[src/rtl/stat_pkg.sv]
// Shared definitions for the status tree: register width, group masks and
// the register-kind encoding used on the read port.
package stat_pkg;
    localparam int          REG_W    = 16;
    localparam logic [15:0] CH_MASK  = 16'h0713;
    localparam logic [15:0] TOP_MASK = 16'h3838;
    localparam int          INST_BIT = 13;

    typedef enum logic [1:0] {
        RK_COND   = 2'd0,
        RK_EVENT  = 2'd1,
        RK_ENABLE = 2'd2,
        RK_NONE   = 2'd3
    } rd_kind_t;
endpackage

[src/rtl/stat_group.sv]
// One condition/event/enable group.
// Event bits latch rising edges of the masked condition. They clear on an
// event read or on clear-status; a rise on a clearing edge is still kept.
// The enable register clears on clear-status or device reset, and those
// clears take priority over a write.
// Assumes: all strobes are single-cycle, synchronous to clk.
module stat_group #(
    parameter int          W    = 16,
    parameter logic [W-1:0] MASK = '1
) (
    input  logic         clk,
    input  logic         rst_n,
    input  logic [W-1:0] cond,
    input  logic         ev_rd_clr,
    input  logic         stat_clr,
    input  logic         en_clr,
    input  logic         en_wr,
    input  logic [W-1:0] en_wdata,
    output logic [W-1:0] cond_m,
    output logic [W-1:0] event_q,
    output logic [W-1:0] enable_q,
    output logic         summary
);
    logic [W-1:0] prev_q;
    logic [W-1:0] rise;

    // Masked live condition and its rising edges.
    assign cond_m = cond & MASK;
    assign rise   = cond_m & ~prev_q;

    // Track the previous condition and latch events with clear-then-set order.
    always_ff @(posedge clk) begin
        if (!rst_n) begin
            prev_q  <= '0;
            event_q <= '0;
        end else begin
            prev_q  <= cond_m;
            event_q <= ((ev_rd_clr || stat_clr) ? '0 : event_q) | rise;
        end
    end

    // Enable register: clears win over a write.
    always_ff @(posedge clk) begin
        if (!rst_n)
            enable_q <= '0;
        else if (stat_clr || en_clr)
            enable_q <= '0;
        else if (en_wr)
            enable_q <= en_wdata & MASK;
    end

    // Group summary: any enabled latched event.
    assign summary = |(event_q & enable_q);
endmodule

[src/rtl/stat_rd_mux.sv]
// Read multiplexer over all groups of the tree.
// Picks the group by code and the register by kind; kind 3 and codes
// beyond the last group give zero.
// Assumes: group g's registers sit at bits g*W +: W of the packed inputs.
module stat_rd_mux
    import stat_pkg::*;
#(
    parameter int NG = 8,
    parameter int GW = 3,
    parameter int W  = 16
) (
    input  logic [NG*W-1:0] cond_all,
    input  logic [NG*W-1:0] ev_all,
    input  logic [NG*W-1:0] en_all,
    input  logic [GW-1:0]   rd_grp,
    input  logic [1:0]      rd_kind,
    output logic [W-1:0]    rd_data
);
    // Select the addressed group and register kind.
    always_comb begin
        rd_data = '0;
        for (int g = 0; g < NG; g++) begin
            if (rd_grp == GW'(g)) begin
                case (rd_kind_t'(rd_kind))
                    RK_COND:   rd_data = cond_all[g*W +: W];
                    RK_EVENT:  rd_data = ev_all[g*W +: W];
                    RK_ENABLE: rd_data = en_all[g*W +: W];
                    default:   rd_data = '0;
                endcase
            end
        end
    end
endmodule

[src/rtl/stat_tree.sv]
// Three-tier status tree: NUM_CH channel groups feed an instrument group,
// whose summary drives bit INST_BIT of the top-level group.
// Group code 0 is top, 1 is instrument, 2+c is channel c.
// Assumes: NUM_CH is between 1 and 14, so that instrument bits 1..NUM_CH fit
// in 16 bits.
module stat_tree
    import stat_pkg::*;
#(
    parameter int NUM_CH = 6,
    parameter int NG     = NUM_CH + 2,
    parameter int GW     = $clog2(NG)
) (
    input  logic                    clk,
    input  logic                    rst_n,
    input  logic                    dev_rst,
    input  logic                    clr_stat,
    input  logic [REG_W-1:0]        top_cond,
    input  logic [REG_W*NUM_CH-1:0] ch_cond,
    input  logic                    rd_en,
    input  logic [GW-1:0]           rd_grp,
    input  logic [1:0]              rd_kind,
    output logic [REG_W-1:0]        rd_data,
    input  logic                    wr_en,
    input  logic [GW-1:0]           wr_grp,
    input  logic [REG_W-1:0]        wr_data,
    output logic                    summary_out
);
    localparam logic [REG_W-1:0] INST_MASK =
        REG_W'(((32'd1 << (NUM_CH + 1)) - 32'd1) & 32'hFFFE);

    logic [NG-1:0]       rd_clr_hit;
    logic [NG-1:0]       wr_hit;
    logic [NG*REG_W-1:0] cond_all, ev_all, en_all;
    logic [NUM_CH-1:0]   ch_sum;
    logic [REG_W-1:0]    inst_cond;
    logic                inst_sum;
    logic [REG_W-1:0]    top_in;
    logic [REG_W-1:0]    top_ev_q, top_en_q, inst_en_q;

    // Per-group decode of event-read clears and enable writes.
    for (genvar g = 0; g < NG; g++) begin : g_dec
        assign rd_clr_hit[g] = rd_en && (rd_kind == RK_EVENT) && (rd_grp == GW'(g));
        assign wr_hit[g]     = wr_en && (wr_grp == GW'(g));
    end

    // Channel groups, one per channel.
    for (genvar c = 0; c < NUM_CH; c++) begin : g_ch
        stat_group #(.W(REG_W), .MASK(CH_MASK)) u_grp (
            .clk      (clk),
            .rst_n    (rst_n),
            .cond     (ch_cond[c*REG_W +: REG_W]),
            .ev_rd_clr(rd_clr_hit[c+2]),
            .stat_clr (clr_stat),
            .en_clr   (dev_rst),
            .en_wr    (wr_hit[c+2]),
            .en_wdata (wr_data),
            .cond_m   (cond_all[(c+2)*REG_W +: REG_W]),
            .event_q  (ev_all[(c+2)*REG_W +: REG_W]),
            .enable_q (en_all[(c+2)*REG_W +: REG_W]),
            .summary  (ch_sum[c])
        );
    end

    // Channel summaries occupy instrument bits 1..NUM_CH.
    assign inst_cond = REG_W'({ch_sum, 1'b0});

    stat_group #(.W(REG_W), .MASK(INST_MASK)) u_inst (
        .clk      (clk),
        .rst_n    (rst_n),
        .cond     (inst_cond),
        .ev_rd_clr(rd_clr_hit[1]),
        .stat_clr (clr_stat),
        .en_clr   (dev_rst),
        .en_wr    (wr_hit[1]),
        .en_wdata (wr_data),
        .cond_m   (cond_all[1*REG_W +: REG_W]),
        .event_q  (ev_all[1*REG_W +: REG_W]),
        .enable_q (inst_en_q),
        .summary  (inst_sum)
    );
    assign en_all[1*REG_W +: REG_W] = inst_en_q;

    // Top-level condition: external bits with the tree summary spliced in.
    always_comb begin
        top_in           = top_cond;
        top_in[INST_BIT] = inst_sum;
    end

    stat_group #(.W(REG_W), .MASK(TOP_MASK)) u_top (
        .clk      (clk),
        .rst_n    (rst_n),
        .cond     (top_in),
        .ev_rd_clr(rd_clr_hit[0]),
        .stat_clr (clr_stat),
        .en_clr   (dev_rst),
        .en_wr    (wr_hit[0]),
        .en_wdata (wr_data),
        .cond_m   (cond_all[0 +: REG_W]),
        .event_q  (top_ev_q),
        .enable_q (top_en_q),
        .summary  (summary_out)
    );
    assign ev_all[0 +: REG_W] = top_ev_q;
    assign en_all[0 +: REG_W] = top_en_q;

    stat_rd_mux #(.NG(NG), .GW(GW), .W(REG_W)) u_mux (
        .cond_all(cond_all),
        .ev_all  (ev_all),
        .en_all  (en_all),
        .rd_grp  (rd_grp),
        .rd_kind (rd_kind),
        .rd_data (rd_data)
    );
endmodule

[config.mk]
export PLATFORM = sky130hd
export DESIGN_NAME = stat_tree
export DESIGN_NICKNAME = d
export VERILOG_FILES = /design/src/rtl/stat_pkg.sv /design/src/rtl/stat_group.sv /design/src/rtl/stat_rd_mux.sv /design/src/rtl/stat_tree.sv
export SDC_FILE = /design/constraint.sdc
export NUM_CORES = 1
export LEC_CHECK = 0
export BUFFER_PORTS_ARGS = -buffer_cell sky130_fd_sc_hd__clkbuf_2
export CELL_PAD_IN_SITES_DETAIL_PLACEMENT = 1
export CELL_PAD_IN_SITES_GLOBAL_PLACEMENT = 1
export CORE_MARGIN = 1
export CORE_UTILIZATION = 40
export CTS_BUF_LIST = sky130_fd_sc_hd__clkbuf_16
export CTS_CLUSTER_DIAMETER = 80
export DETAILED_ROUTE_END_ITERATION = 6
export GPL_TIMING_DRIVEN = 0
export PLACE_DENSITY = 0.87
export SLEW_MARGIN = 20
export SYNTH_ARGS = -nofsm -noshare
export SYNTH_HDL_FRONTEND = slang
export SYNTH_SLANG_ARGS = --single-unit
[constraint.sdc]
create_clock -name clk -period 1.8 [get_ports clk]
set_input_delay 0.18 -clock clk [delete_from_list [all_inputs] [get_ports clk]]
set_output_delay 0.18 -clock clk [all_outputs]
set_load 0.005 [all_outputs]
* Word level (Yosys, flattened, before mapping)
Index checks and enable logic that the tools add are counted. Widths: inputs -> output; s select.
Word-level totals: bits in registers 304, bits in latches 0, RAM bits 0, ROM bits 0, input bits 142, output and inout bits 17, word-level logic and storage cells 143, memories kept 0
Cells by class: $add $sub $neg 0, $mul 0, divide/modulo/power cells 0, $lt $le $gt $ge 0, equal/unequal tests 16, shift operators 0, muxes and demuxes 24, bitwise operators 33, reductions and logical operators 38
Operators with widths (number):
- $pmux 16 s3 | 8
- $mux 16 | 16
- $not 16->16 | 8
- $or 16x16->16 | 8
- $reduce_or 16->1 | 8
- $and 11x16->16 | 6
- $and 16x11->16 | 6
- $eq 3x3->1 const B | 8
- $logic_and 1x1->1 | 17
- $and 14x16->16 | 1
- $and 16x14->16 | 1
- $and 16x7->16 | 1
- $and 7x16->16 | 1
- $eq 3x2->1 const B | 4
- $logic_or 1x1->1 | 9
- $eq 3x1->1 const B | 2
- $logic_not 3->1 | 2
- $eq 2x1->1 const B | 1
- $eq 2x2->1 const B | 1
- $logic_not 2->1 | 1
- $reduce_or 2->1 | 1
- $not 1->1 | 1

* Logic depth before layout (Yosys ltp)
word-level depth 11, mapped depth 9, depth with buffers taken out 5

* Modules after synthesis
Synthesis repeated with hierarchy kept, for this count alone.
Second synthesis, totals: cells, all modules 1316, area total of the unflattened synthesis 11298.3 um^2
By module, submodules not included:
- stat_group | times used 8, cells each 99, area each 930.9 um^2, seq. area each 360.3 um^2
- stat_rd_mux | times used 1, cells each 496, area each 3707.3 um^2, seq. area each 0.0 um^2
- stat_tree | times used 1, cells each 28, area each 143.9 um^2, seq. area each 0.0 um^2

* Least setup slack after synthesis
OpenSTA, ideal clock, no wires.
path type input to output, start point input port rd_kind[1], end point output port rd_data[1], data arrival time 1.353 ns, data required time 1.620 ns, path slack 0.267 ns, stages 6, path buffers 1, cells stage by stage buf_6 > mux2_4 > a221o_1 > o211ai_1 > o2111ai_1 > a32o_1
Between the ends: longest elaborated chain between the ends 10, elaborated cells on any way between the ends 19, those cells by class eq/ne: 2; mux: 16; reduce/logical: 1
Ends and longest elaborated chain:
- from (decl) | line stat_tree.sv:21 | input logic [1:0] rd_kind,
- $eq 2x2->1, or another cell as far along | line stat_rd_mux.sv:24 | case (rd_kind_t'(rd_kind))
- $pmux 16 s3 | line stat_rd_mux.sv:24
- $mux 16 (7 in series) | line stat_rd_mux.sv:23 | if (rd_grp == GW'(g)) begin
- $mux 16 * | line stat_rd_mux.sv:23
- to (decl) | line stat_tree.sv:22 | output logic [REG_W-1:0] rd_data,
Mark *: on every way between the ends. The rest lies on a longest branch, timed or not.

* Worst setup path in the final report
start point input port rd_kind[0], end point output port rd_data[9]
Same word-level chain as after synthesis.

==> flow_metrics.env <==
export IMPL_status="finished, violations left"
export IMPL_violations="negative setup slack"
export IMPL_drive_above_1_share=0.2230
export IMPL_cts_buffers=17
export IMPL_rows=45
export IMPL_synthDominantCellAreaShare=0.4559
export IMPL_drc=0
export IMPL_maxSlewViolCount=0
export IMPL_hold_slack_ps=7.991
export IMPL_h_tree_depth=4
export IMPL_synthCells=696
export IMPL_root_buffer="clkbuf_16"
export IMPL_rsz0062_at_grt="yes"
export IMPL_routed_via_density=5.681
export IMPL_nets=972
export IMPL_gp_congestion=0.9320
export IMPL_grt_max_degree=17
export IMPL_n_fill_cell=1812
export IMPL_area_growth_pct=28.14
export IMPL_grt_pass1_wl_um=35090
export IMPL_synth_distinct_cells=51
export IMPL_synth_area_leaders="dfxtp_1, mux2i_1, nand2_1, o21ai_0, a22oi_1"
export IMPL_die_w_um=127.7
export IMPL_drtAntennaViolNets=0
export IMPL_synth_edf_count=0
export IMPL_critical_path_class="in2out"
export IMPL_leakage_nw=3.570
export IMPL_synth_top_area_cell="dfxtp_1"
export IMPL_crit_arrival_ps=2000
export IMPL_cap_viol_max_count=0
export IMPL_wl_per_cell_um=21.81
export IMPL_ys_flop_type="dfxtp_1"
export IMPL_clockBufferDepth=2
export IMPL_vdd_ir_drop_max_v=0.0007314
export IMPL_die_h_um=127.7
export IMPL_finalSetupViolCount=12
export IMPL_syn_area_um2=6324
export IMPL_diodes=0
export IMPL_fin_crit_ps=2175
export IMPL_grt_pass1_vias=6247
export IMPL_firstDrtPassIters=6
export IMPL_synthMuxAreaShare=0.1387
export IMPL_hold_viol_final=0
export IMPL_cts_tree="built"
export IMPL_highest_layer="met4"
export IMPL_m1WireLength_um=9520
export IMPL_synth_common_cells="dfxtp_1, nand2_1, mux2i_1"
export IMPL_path_clk_slew_ps=60
export IMPL_postSynth_asyncResetShare=0
export IMPL_tightestPinTransition_ps=786.6
export IMPL_yosysWarnings=0
export IMPL_fin_crit_sh=1.209
export IMPL_hpwl_um=15640
export IMPL_cp_max_fo=10
export IMPL_yosys_area_share_simple=0.1512
export IMPL_synth_seq_cells=144
export IMPL_cellPowerDensity_nw_per_um2=966.4
export IMPL_grt_ovfl_total=0
export IMPL_antenna_found_initial=0
export IMPL_synth_top_family_by_area="compound AO/OA/AOI/OAI gates"
export IMPL_port_buffers=74
export IMPL_synth_compound_area_frac=0.1793
export IMPL_fmax_mhz=459.7
export IMPL_first_iter_violations=423
export IMPL_grtUsageTotal=0.2923
export IMPL_critPathLaunchType="input pin"
export IMPL_start_util=0.4129
export IMPL_end_kind="output pin"
export IMPL_dr_wl_met2_um=10780
export IMPL_synth_most_common_cell="dfxtp_1"
export IMPL_worstSkewPairLatency_ps=440
export IMPL_syn_area_per_cell_um2=9.086
export IMPL_hold_class="in2reg"
export IMPL_dr_total_vias=5988
export IMPL_max_slew_margin_rel=0.4727
export IMPL_wl_met3_um=1560
export IMPL_power_total_w=0.007831
export IMPL_cts_sinks=144
export IMPL_core_um2=15310
export IMPL_crit_required_ps=1620
export IMPL_ioPinCount=159
export IMPL_synth_adder_area_share=0
export IMPL_yosysSeqAreaShare=0.4559
export IMPL_drt_total_wl_um=22990
export IMPL_worst_slack_ps=-375.5
export IMPL_finish_utilization=0.5291
export IMPL_synth_xor_area_frac=0
export IMPL_fin_skew_ps=8.247
export IMPL_die_area_um2=16320
[critical path, stage by stage]
cell	delay, ps
clkbuf_2	130
buf_2	230
clkbuf_2	260
o211ai_1	290
nand3_2	170
a222oi_1	520
buf_2	200
[power breakdown]
group / leakage, nW / switching [W] / internal [W]
Combinational: 2.10 / 0.000501 / 0.000351
Clock: 0.282 / 0.00152 / 0.00206
Sequential: 1.19 / 0.0000927 / 0.00331
Total: 3.57 / 0.00211 / 0.00572
[sequential cells by signal, indices dropped and copies added, names as in the netlist]
| name | count |
|---|---|
| u_top.prev_q | 6 |
| g_ch.u_grp.prev_q | 36 |
| u_inst.prev_q | 6 |
| u_top.enable_q | 6 |
| g_ch.u_grp.enable_q | 36 |
| g_ch.u_grp.event_q | 36 |
| u_top.event_q | 6 |
| u_inst.enable_q | 6 |
| u_inst.event_q | 6 |
[through the flow]
step | TNS [ps] | std cells | setup slack (ps) | instance area, um^2
finish | -2479 | 1054 | -375.5 | 8103
global route | -3385 | 1054 | -468.8 | 8103
CTS | -2281 | 1053 | -359.7 | 8064
detailed placement | -6209 | 983 | -374.3 | 6965
global placement | -4814 | 983 | -340.4 | 6965
floorplan | 0 | 698 | 266.9 | 6331
[layout make-up]
type	count	area (um^2)	share of cell area
multi-input combinational	461	3118	0.3848
sequential	144	2894	0.3572
timing repair buffer	113	745.7	0.09203
clock buffer	17	425.4	0.05250
buffer	43	305.3	0.03768
tap	211	264.0	0.03258
inverter	50	191.4	0.02363
clock inverter	15	158.9	0.01961
[per-layer routing]
metal / vias to the layer above / GRT usage
met3: 74 / 0.06970
met5: - / 0
met1: 2936 / 0.3523
li1: 2695 / -
met4: 0 / 0.1709
met2: 283 / 0.4760
[cell families after synthesis]
logic type | Yosys count
multiplexers | 86
other | 1
buffers and inverters | 93
AO/OA/AOI/OAI | 167
flip-flops | 144
AND/OR/NAND/NOR | 205
[final timing paths]
path,start,end,slack [ps],depth (start not counted)
hold / removal,wr_data[12],u_top.enable_q[12],8,3
hold reg to reg,g_ch[3].u_grp.prev_q[1],g_ch[3].u_grp.event_q[1],410,1
setup / recovery,rd_kind[0],rd_data[9],-380,7
setup reg to reg,g_ch[1].u_grp.enable_q[0],u_inst.event_q[2],560,6
[placed cells by master (no fill, tap or decap), drive strengths merged, types with 13 or more instances in the layout]
cell type | synthesis | final
a22oi | 28 | 28
o211ai | 18 | 18
o21ai | 56 | 56
buf | 26 | 32
nand3 | 13 | 13
and2 | 16 | 16
nand2 | 95 | 95
a21oi | 20 | 20
dfxtp | 144 | 144
dlygate4sd3 | 0 | 33
mux2i | 76 | 76
nor2 | 52 | 52
clkbuf | 17 | 108
inv | 49 | 53
a22o | 13 | 13
[what timing repair did]
item | in CTS | in global routing
resized for setup | 35 | 9
setup buffers | 5 | 1
cloned | 0 | 0
hold buffers | 33 | 0
endpoints found under the hold margin | 33 | 0
endpoints found under the setup margin | 12 | 12
pin swaps | 18 | 9
(Power assumes the default switching activity.)
